## src/rtl/tx_pkt_seq.sv

```systemverilog
module tx_pkt_seq #(
  parameter int PRE_W = 4,
  parameter logic [15:0] CRC_POLY = 16'h8005
) (
  input  logic             clk,
  input  logic             rst_n,
  input  logic             start,
  input  logic [1:0]       cfg_mode,
  input  logic             cfg_frame_en,
  input  logic             cfg_len_en,
  input  logic             cfg_crc_en,
  input  logic             cfg_crc_zero_seed,
  input  logic             cfg_sym_long,
  input  logic [PRE_W-1:0] cfg_pre_units,
  input  logic [7:0]       cfg_pay_len,
  input  logic [15:0]      cfg_crc_seed,
  input  logic [7:0]       in_data,
  input  logic             in_valid,
  output logic             in_ready,
  output logic [7:0]       out_data,
  output logic [2:0]       out_field,
  output logic             out_code,
  output logic             out_long,
  output logic [1:0]       out_rate,
  output logic             out_valid,
  input  logic             out_ready,
  output logic             busy,
  output logic             done
);
  localparam logic [2:0] S_IDLE = 3'd0, S_PRE = 3'd1, S_FR1 = 3'd2, S_FR2 = 3'd3,
                         S_LEN = 3'd4, S_PAY = 3'd5, S_CRH = 3'd6, S_CRL = 3'd7;

  logic [2:0]       state;
  logic [7:0]       cnt;
  logic [15:0]      crc;
  logic [1:0]       mode_q;
  logic             frame_q, len_q, crc_q, long_q;
  logic [PRE_W-1:0] pre_q;
  logic [7:0]       plen_q;

  function automatic logic [2:0] follow(input logic [7:1] en, input logic [2:0] cur);
    follow = S_IDLE;
    for (int k = 7; k >= 1; k--)
      if (k > int'(cur) && en[k]) follow = 3'(k);
  endfunction

  function automatic logic [15:0] crc_step(input logic [15:0] c, input logic [7:0] b);
    logic [15:0] r;
    r = c;
    for (int i = 7; i >= 0; i--)
      r = (r[15] ^ b[i]) ? ((r << 1) ^ CRC_POLY) : (r << 1);
    return r;
  endfunction

  wire frame_in = (cfg_mode == 2'd0 || cfg_mode == 2'd1) ? 1'b1 :
                  (cfg_mode == 2'd3) ? 1'b0 : cfg_frame_en;
  wire len_in   = frame_in | cfg_len_en;

  wire [7:1] en_in = {cfg_crc_en, cfg_crc_en, cfg_pay_len != 8'd0, len_in,
                      frame_in, frame_in, cfg_pre_units != '0};
  wire [7:1] en_q  = {crc_q, crc_q, plen_q != 8'd0, len_q,
                      frame_q, frame_q, pre_q != '0};

  wire [2:0] first_st = follow(en_in, S_IDLE);
  wire [2:0] next_st  = follow(en_q, state);
  wire       hs       = out_valid && out_ready;
  wire       unit_end = (state == S_PRE) ? (cnt == 8'(pre_q) - 8'd1)
                                         : (cnt == plen_q - 8'd1);
  wire       repeat_f = (state == S_PRE || state == S_PAY) && !unit_end;

  always_ff @(posedge clk) begin
    if (!rst_n) begin
      state   <= S_IDLE;
      cnt     <= '0;
      crc     <= '0;
      mode_q  <= '0;
      frame_q <= 1'b0;
      len_q   <= 1'b0;
      crc_q   <= 1'b0;
      long_q  <= 1'b0;
      pre_q   <= '0;
      plen_q  <= '0;
      done    <= 1'b0;
    end else begin
      done <= 1'b0;
      if (state == S_IDLE) begin
        if (start) begin
          mode_q  <= cfg_mode;
          frame_q <= frame_in;
          len_q   <= len_in;
          crc_q   <= cfg_crc_en;
          long_q  <= cfg_sym_long;
          pre_q   <= cfg_pre_units;
          plen_q  <= cfg_pay_len;
          crc     <= cfg_crc_zero_seed ? 16'h0000 : cfg_crc_seed;
          cnt     <= '0;
          state   <= first_st;
          if (first_st == S_IDLE) done <= 1'b1;
        end
      end else if (hs) begin
        if (state == S_PAY) crc <= crc_step(crc, in_data);
        if (repeat_f) begin
          cnt <= cnt + 8'd1;
        end else begin
          cnt   <= '0;
          state <= next_st;
          if (next_st == S_IDLE) done <= 1'b1;
        end
      end
    end
  end

  always_comb begin
    case (state)
      S_PRE:   out_data = cnt;
      S_FR1:   out_data = 8'd0;
      S_FR2:   out_data = 8'd1;
      S_LEN:   out_data = plen_q;
      S_PAY:   out_data = in_data;
      S_CRH:   out_data = crc[15:8];
      S_CRL:   out_data = crc[7:0];
      default: out_data = 8'd0;
    endcase
  end

  assign busy      = state != S_IDLE;
  assign out_field = state;
  assign out_valid = (state == S_PAY) ? in_valid : busy;
  assign in_ready  = (state == S_PAY) && out_ready;
  assign out_code  = (state == S_FR1) || (state == S_FR2);
  assign out_long  = out_code && long_q;
  assign out_rate  = mode_q;
endmodule


```

## config.mk

```make
export PLATFORM = sky130hd
export DESIGN_NAME = tx_pkt_seq
export DESIGN_NICKNAME = d
export VERILOG_FILES = /design/src/rtl/tx_pkt_seq.sv
export SDC_FILE = /design/constraint.sdc
export NUM_CORES = 1
export LEC_CHECK = 0
export BUFFER_PORTS_ARGS = -buffer_cell sky130_fd_sc_hd__buf_4
export CELL_PAD_IN_SITES_DETAIL_PLACEMENT = 0
export CELL_PAD_IN_SITES_GLOBAL_PLACEMENT = 1
export CORE_MARGIN = 2
export CORE_UTILIZATION = 43
export DETAILED_ROUTE_END_ITERATION = 8
export GPL_TIMING_DRIVEN = 0
export PLACE_DENSITY_LB_ADDON = 0.15
export RECOVER_POWER = 25
export REMOVE_ABC_BUFFERS = 1
export SLEW_MARGIN = 30
export SYNTH_ARGS = -nofsm -noshare
export SYNTH_HDL_FRONTEND = slang
export SYNTH_SLANG_ARGS = --single-unit
export TNS_END_PERCENT = 1
```

## constraint.sdc

```tcl
create_clock -name clk -period 5.9 [get_ports clk]
set_input_delay 0.59 -clock clk [delete_from_list [all_inputs] [get_ports clk]]
set_output_delay 0.59 -clock clk [all_outputs]
set_load 0.05 [all_outputs]
```

### Word level (Yosys, flattened, before mapping)

Index checks and enable logic that the tools add are counted.

| storage, ports and cells | value |
|---|---|
| register bits | 46 |
| bits of input ports | 48 |
| output and inout port bits | 19 |
| logic and storage cells | 125 |

| cells by class | value |
|---|---|
| add/subtract/negate cells | 3 |
| order comparisons | 7 |
| eq/ne operators | 13 |
| muxes and demuxes | 44 |
| bitwise operators | 17 |
| reduce and logical (&&, ||, !) cells | 30 |

Operators by type and width:

| operator | count |
|---|---|
| two-way mux 16 bit | 13 |
| two-way mux 3 bit | 16 |
| case mux 8 bit (6 select lines) | 1 |
| two-way mux 8 bit | 4 |
| inverter 3 bit | 8 |
| == test 8 bit | 2 |
| nonzero test 8 bit | 2 |
| == test 3 bit, second input constant | 4 |
| greater-than comparator 3 bit, first input constant | 4 |
| logical AND 1 bit | 11 |
| two-way mux 1 bit | 10 |
| logical NOT 3 bit | 3 |
| adder 8 x 1 -> 8 bit, second input constant | 1 |
| nonzero test 4 bit | 2 |
| subtractor 8 x 1 -> 8 bit, second input constant | 1 |
| bitwise XOR 1 bit | 8 |
| == test 3 x 2 -> 1 bit, second input constant | 2 |
| greater-than comparator 2 x 3 -> 1 bit, first input constant | 2 |
| AND reduction 3 bit | 2 |
| subtractor 4 x 1 -> 5 bit, second input constant | 1 |
| AND reduction 2 bit | 2 |
| nonzero test 2 bit | 2 |
| == test 3 x 1 -> 1 bit, second input constant | 1 |
| greater-than comparator 1 x 3 -> 1 bit, first input constant | 1 |
| 9 further kinds | 11 |

### Longest topological paths before layout

| logic depth | value |
|---|---|
| depth in word-level cells | 19 |
| depth in mapped cells | 11 |
| mapped depth without buffers | 10 |

### Least setup slack after synthesis

No wires, ideal clock.

| timing path | value |
|---|---|
| path type | reg-to-output |
| from | reg state[1], in the netlist out_field[1] |
| to | out out_long |
| arrival | 2844 ps |
| data required time | 5310 ps |
| setup slack | 2466 ps |
| cell stages (with the launch flop) | 5 |
| buffers on the path | 2 |
| path through | dfxtp_1 > clkbuf_1 > clkbuf_1 > nor2b_1 > and2_1 |

| on the way | value |
|---|---|
| cells in the longest elaborated chain, start to end | 3 |
| elaborated cells on any way between the ends | 4 |
| those cells by class | eq/ne: 2; reduce/logical: 2 |

RTL lines:

| what | RTL line | source |
|---|---|---|
| from (decl) | 33 | `logic [2:0] state;` |
| from (signal assigned) | 97 | `state <= first_st;` |
| from (signal assigned) | 106 | `state <= next_st;` |
| == test 3 x 2 -> 1 bit | 130 | `assign out_code = (state == S_FR1) \|\| (state == S_FR2);` |
| logical OR 1 bit (*) | 130 |  |
| net out_code | 22 | `output logic out_code,` |
| logical AND 1 bit (*) | 131 | `assign out_long = out_code && long_q;` |
| to (decl) | 23 | `output logic out_long,` |

Mark *: on every way through the listed nets, which the timed path passes. The rest lies on a longest branch.

### Worst setup path in the final report

| timing path | value |
|---|---|
| from | reg state[0], in the netlist out_field[0] |
| to | out busy |

| on the way | value |
|---|---|
| cells in the longest elaborated chain, start to end | 1 |

RTL lines:

| what | RTL line | source |
|---|---|---|
| nonzero test 3 bit | 126 | `assign busy = state != S_IDLE;` |
| to (decl) | 27 | `output logic busy,` |

No other way between the ends.

==> results by group <==
Status
  – Status: completed

Timing
  – Max-slew headroom at the worst pin: 24.4%
  – Min Hold Slack: around 0.46 ns
  – Unrepaired setup endpoints after global routing: no
  – TNS Setup: 0 ns
  – Max Fclk: 252 MHz
  – Min Tclk post-route: slightly below 4 ns
  – Worst slew pin tran: approximately 1.1 ns
  – # setup viols final: 0
  – Final Hold Viols: 0
  – Max-slew violation count: 0
  – Final period util: 67.4%
  – Clock Skew: about 0.0042 ns

Detailed routing
  – First DRT Iteration DRCs: roughly 160
  – Drt total wl: 8550 um
  – DR WL/cell: 15.4 um
  – Final ANT Viol Nets: 0
  – Vias per cell: 5.46
  – Drt drc: 0
  – 1st-pass router iterations: 4
  – DR vias: roughly 3000

Worst setup path
  – Worst Setup SP: out_field[0]
  – Reg2reg setup slack: approximately 2.2 ns
  – Reg-to-Reg Start: out_field[0]
  – CP Launch Type: flip-flop
  – Crit. End Element: output port
  – CP max FO: 23
  – Crit path required time: 5.31 ns
  – Critical Path End: busy
  – Kind of critical path: reg2out
  – R2r endpoint: out_field[2]
  – Reg2reg path depth: 7
  – WP data arrival: around 3.4 ns

Floorplanning
  – Die height: 89.6 um
  – Core Box Area: between 7000 and 8000 um^2
  – # IOs: 67
  – Initial core utilization: between 40 and 50%
  – FP Rows: 31
  – Die area: around 8000 um^2
  – Chip width: around 90 um

Run
  – Count of maximum capacitance violations: 0

Clock tree
  – CTS Hold Buffers Added: 0
  – Sink Count: 46
  – H-tree Lvls: 2
  – Post-CTS Setup Inserts: 0
  – Cts bufs inserted: 5
  – CTS tree: built
  – CTS-repair resized insts: 0
  – Clk Latency, worst-skew pair: around 0.3 ns
  – CTS clk-pin slew, worst paths: roughly 0.09 ns
  – Max clock buf depth: 2
  – Clock Tree Root: clkbuf_8

Pwr
  – Lkg Pwr: 1.39 nW
  – Combinational group share of total power: approximately three fifths
  – PwrDens: between 400 and 500 nW/um^2
  – Net Switching: approximately 0.86 mW
  – Pint: between 0.9 and 1 mW
  – Sequential power share: 28.0%
  – VDD IR max: about 0.23 mV
  – Switching Share: 47.9%
  – Clk pwr share: 13.8%

Placement
  – Area of placed instances: between 3000 and 4000 um^2
  – Routability cong.: 0.860
  – Placed insts: between 500 and 600
  – Dpl hpwl: approximately 6300 um
  – PortBufs: 66

Logic synthesis
  – Number of enable flip-flop cells after synthesis: 0
  – Synth Instances: 407
  – Synth cell types: 56
  – Post-synthesis register bit count: between 40 and 50
  – Synthesized cell area: 3150 um^2
  – Total of warnings raised by yosys: 0
  – Synth async-reset ratio: 0%
  – Post-synthesis sequential area ratio: roughly 29%
  – Syn_area_per_cell: around 7.7 um^2
  – Synth Flop Type: dfxtp_1

Layout
  – Synth-to-Final Area Change: 19.3%
  – Design area: between 3000 and 4000 um^2
  – N_diodes: 0
  – Final Net Count: 509
  – Post-layout util: 52.4%
  – Final-layout fill cell count: 719
  – Reg area: slightly above 900 um^2
  – Final std cells w/o fill: ~560
  – Area of the multi-input gates: between 2000 and 2500 um^2
  – Share of post-route cells with drive strength above 1: 17.8%

Global route
  – First-pass GRT wire length: between 10000 and 15000 um
  – Initial antenna violation count: 0
  – Tot GR Track Use: ~23%
  – Vias in the first global route: 2873
  – Overflow after GRT: 0
  – Pin count of the biggest net entering global routing: 42

Worst hold path
  – HP Class: reg2reg
cells in the mapped netlist (3+ instances only):
master	instances	area share [%]
nand2_1	65	7.7
dfxtp_1	46	29
a21oi_1	34	5.4
nor2_1	32	3.8
clkbuf_1	23	2.7
nand3_1	23	3.7
o21ai_0	22	3.5
xnor2_1	22	6.1
inv_1	12	1.4
xor2_1	11	3.1
mux2i_1	10	3.2
mux4_2	7	5.0
nor3_1	7	1.1
a311oi_1	6	1.7
a31oi_1	6	1.2
nand2b_1	6	1.2
and3_1	5	0.99
ha_1	5	2.0
o211ai_1	5	1.2
a22o_1	4	1.1
nor4_1	4	0.79
a211o_1	3	0.83
a211oi_1	3	0.71
or4_1	3	0.71
cell type report:
| class | instances | area share (%) |
|---|---|---|
| clock inverters | 1 | 0.798 |
| well taps | 99 | 3.29 |
| inverters | 14 | 1.40 |
| flip-flops and latches | 46 | 24.5 |
| repair buffers | 68 | 12.6 |
| clock buffers | 6 | 2.20 |
| multi-input cells | 321 | 55.3 |
critical path: stages, from the launching register on:
cell      delay, ns
dfxtp_1        0.60
or2_2          0.48
nor2_1         0.75
clkbuf_1       0.52
clkinv_1       0.42
buf_4          0.31
metal layers:
metal / GRT usage, % / wire (um) / vias to the layer above
li1: - / - / 1551
met1: 32.0 / 3940 / 1394
met2: 36.8 / 4050 / 81
met3: 3.66 / 503 / 5
met4: 5.70 / 59 / 0
met5: 0 / 0 / -
cells in the final DEF, fill, tap and decap left out, drive strengths merged, types with 7 or more instances in the layout:
cell type | Yosys | final
inv | 12 | 12
o21ai | 23 | 23
buf | 3 | 56
nor3 | 7 | 7
xor2 | 11 | 11
nor2 | 32 | 32
mux4 | 7 | 7
mux2i | 10 | 10
a21oi | 34 | 34
nand2 | 65 | 65
dfxtp | 46 | 46
nand3 | 23 | 23
xnor2 | 22 | 22
clkbuf | 23 | 18
how the worst min path moves through the flow:
stage,cells past startpoint,end,slack [ns],startpoint
finish,2,long_q,0.46,long_q
CTS,2,long_q,0.46,long_q
global placement,2,long_q,0.44,long_q
detailed placement,2,long_q,0.45,long_q
floorplan,2,long_q,0.43,long_q
global route,2,long_q,0.48,long_q
registers in the layout (all words and copies together), names as in the netlist:
name and flops:
crc 16, cnt 8, plen_q 8, pre_q 4, out_field 3, out_rate 2, crc_q 1, done 1
frame_q 1, len_q 1, long_q 1
stage by stage:
step,setup WS (ns),total power [mW]
floorplan,2.31,1.27
global placement,1.89,1.52
detailed placement,2.56,1.57
CTS,2.55,1.82
global route,1.67,1.93
finish,1.93,1.78
kinds of logic after synthesis:
logic type                 after synthesis  synth area share (%)
xor gates and xnor gates                33                  9.17
AOI/OAI and AO/OA                      105                  21.9
adders and majority gates                5                  1.98
muxes                                   17                  8.17
DFF                                     46                  29.2
buffers and inverters                   40                  5.24
and+or+nand+nor                        161                  24.3
power by group through the flow:
stage	Sequential [mW]	Combinational, mW	Clock (mW)
2_1_floorplan	0.502	0.771	0
3_3_place_gp	0.504	1.02	0
3_5_place_dp	0.507	1.06	0
4_1_cts	0.500	1.07	0.250
5_1_grt	0.516	1.16	0.263
6_report	0.499	1.04	0.245
(Power assumes the default switching activity.)
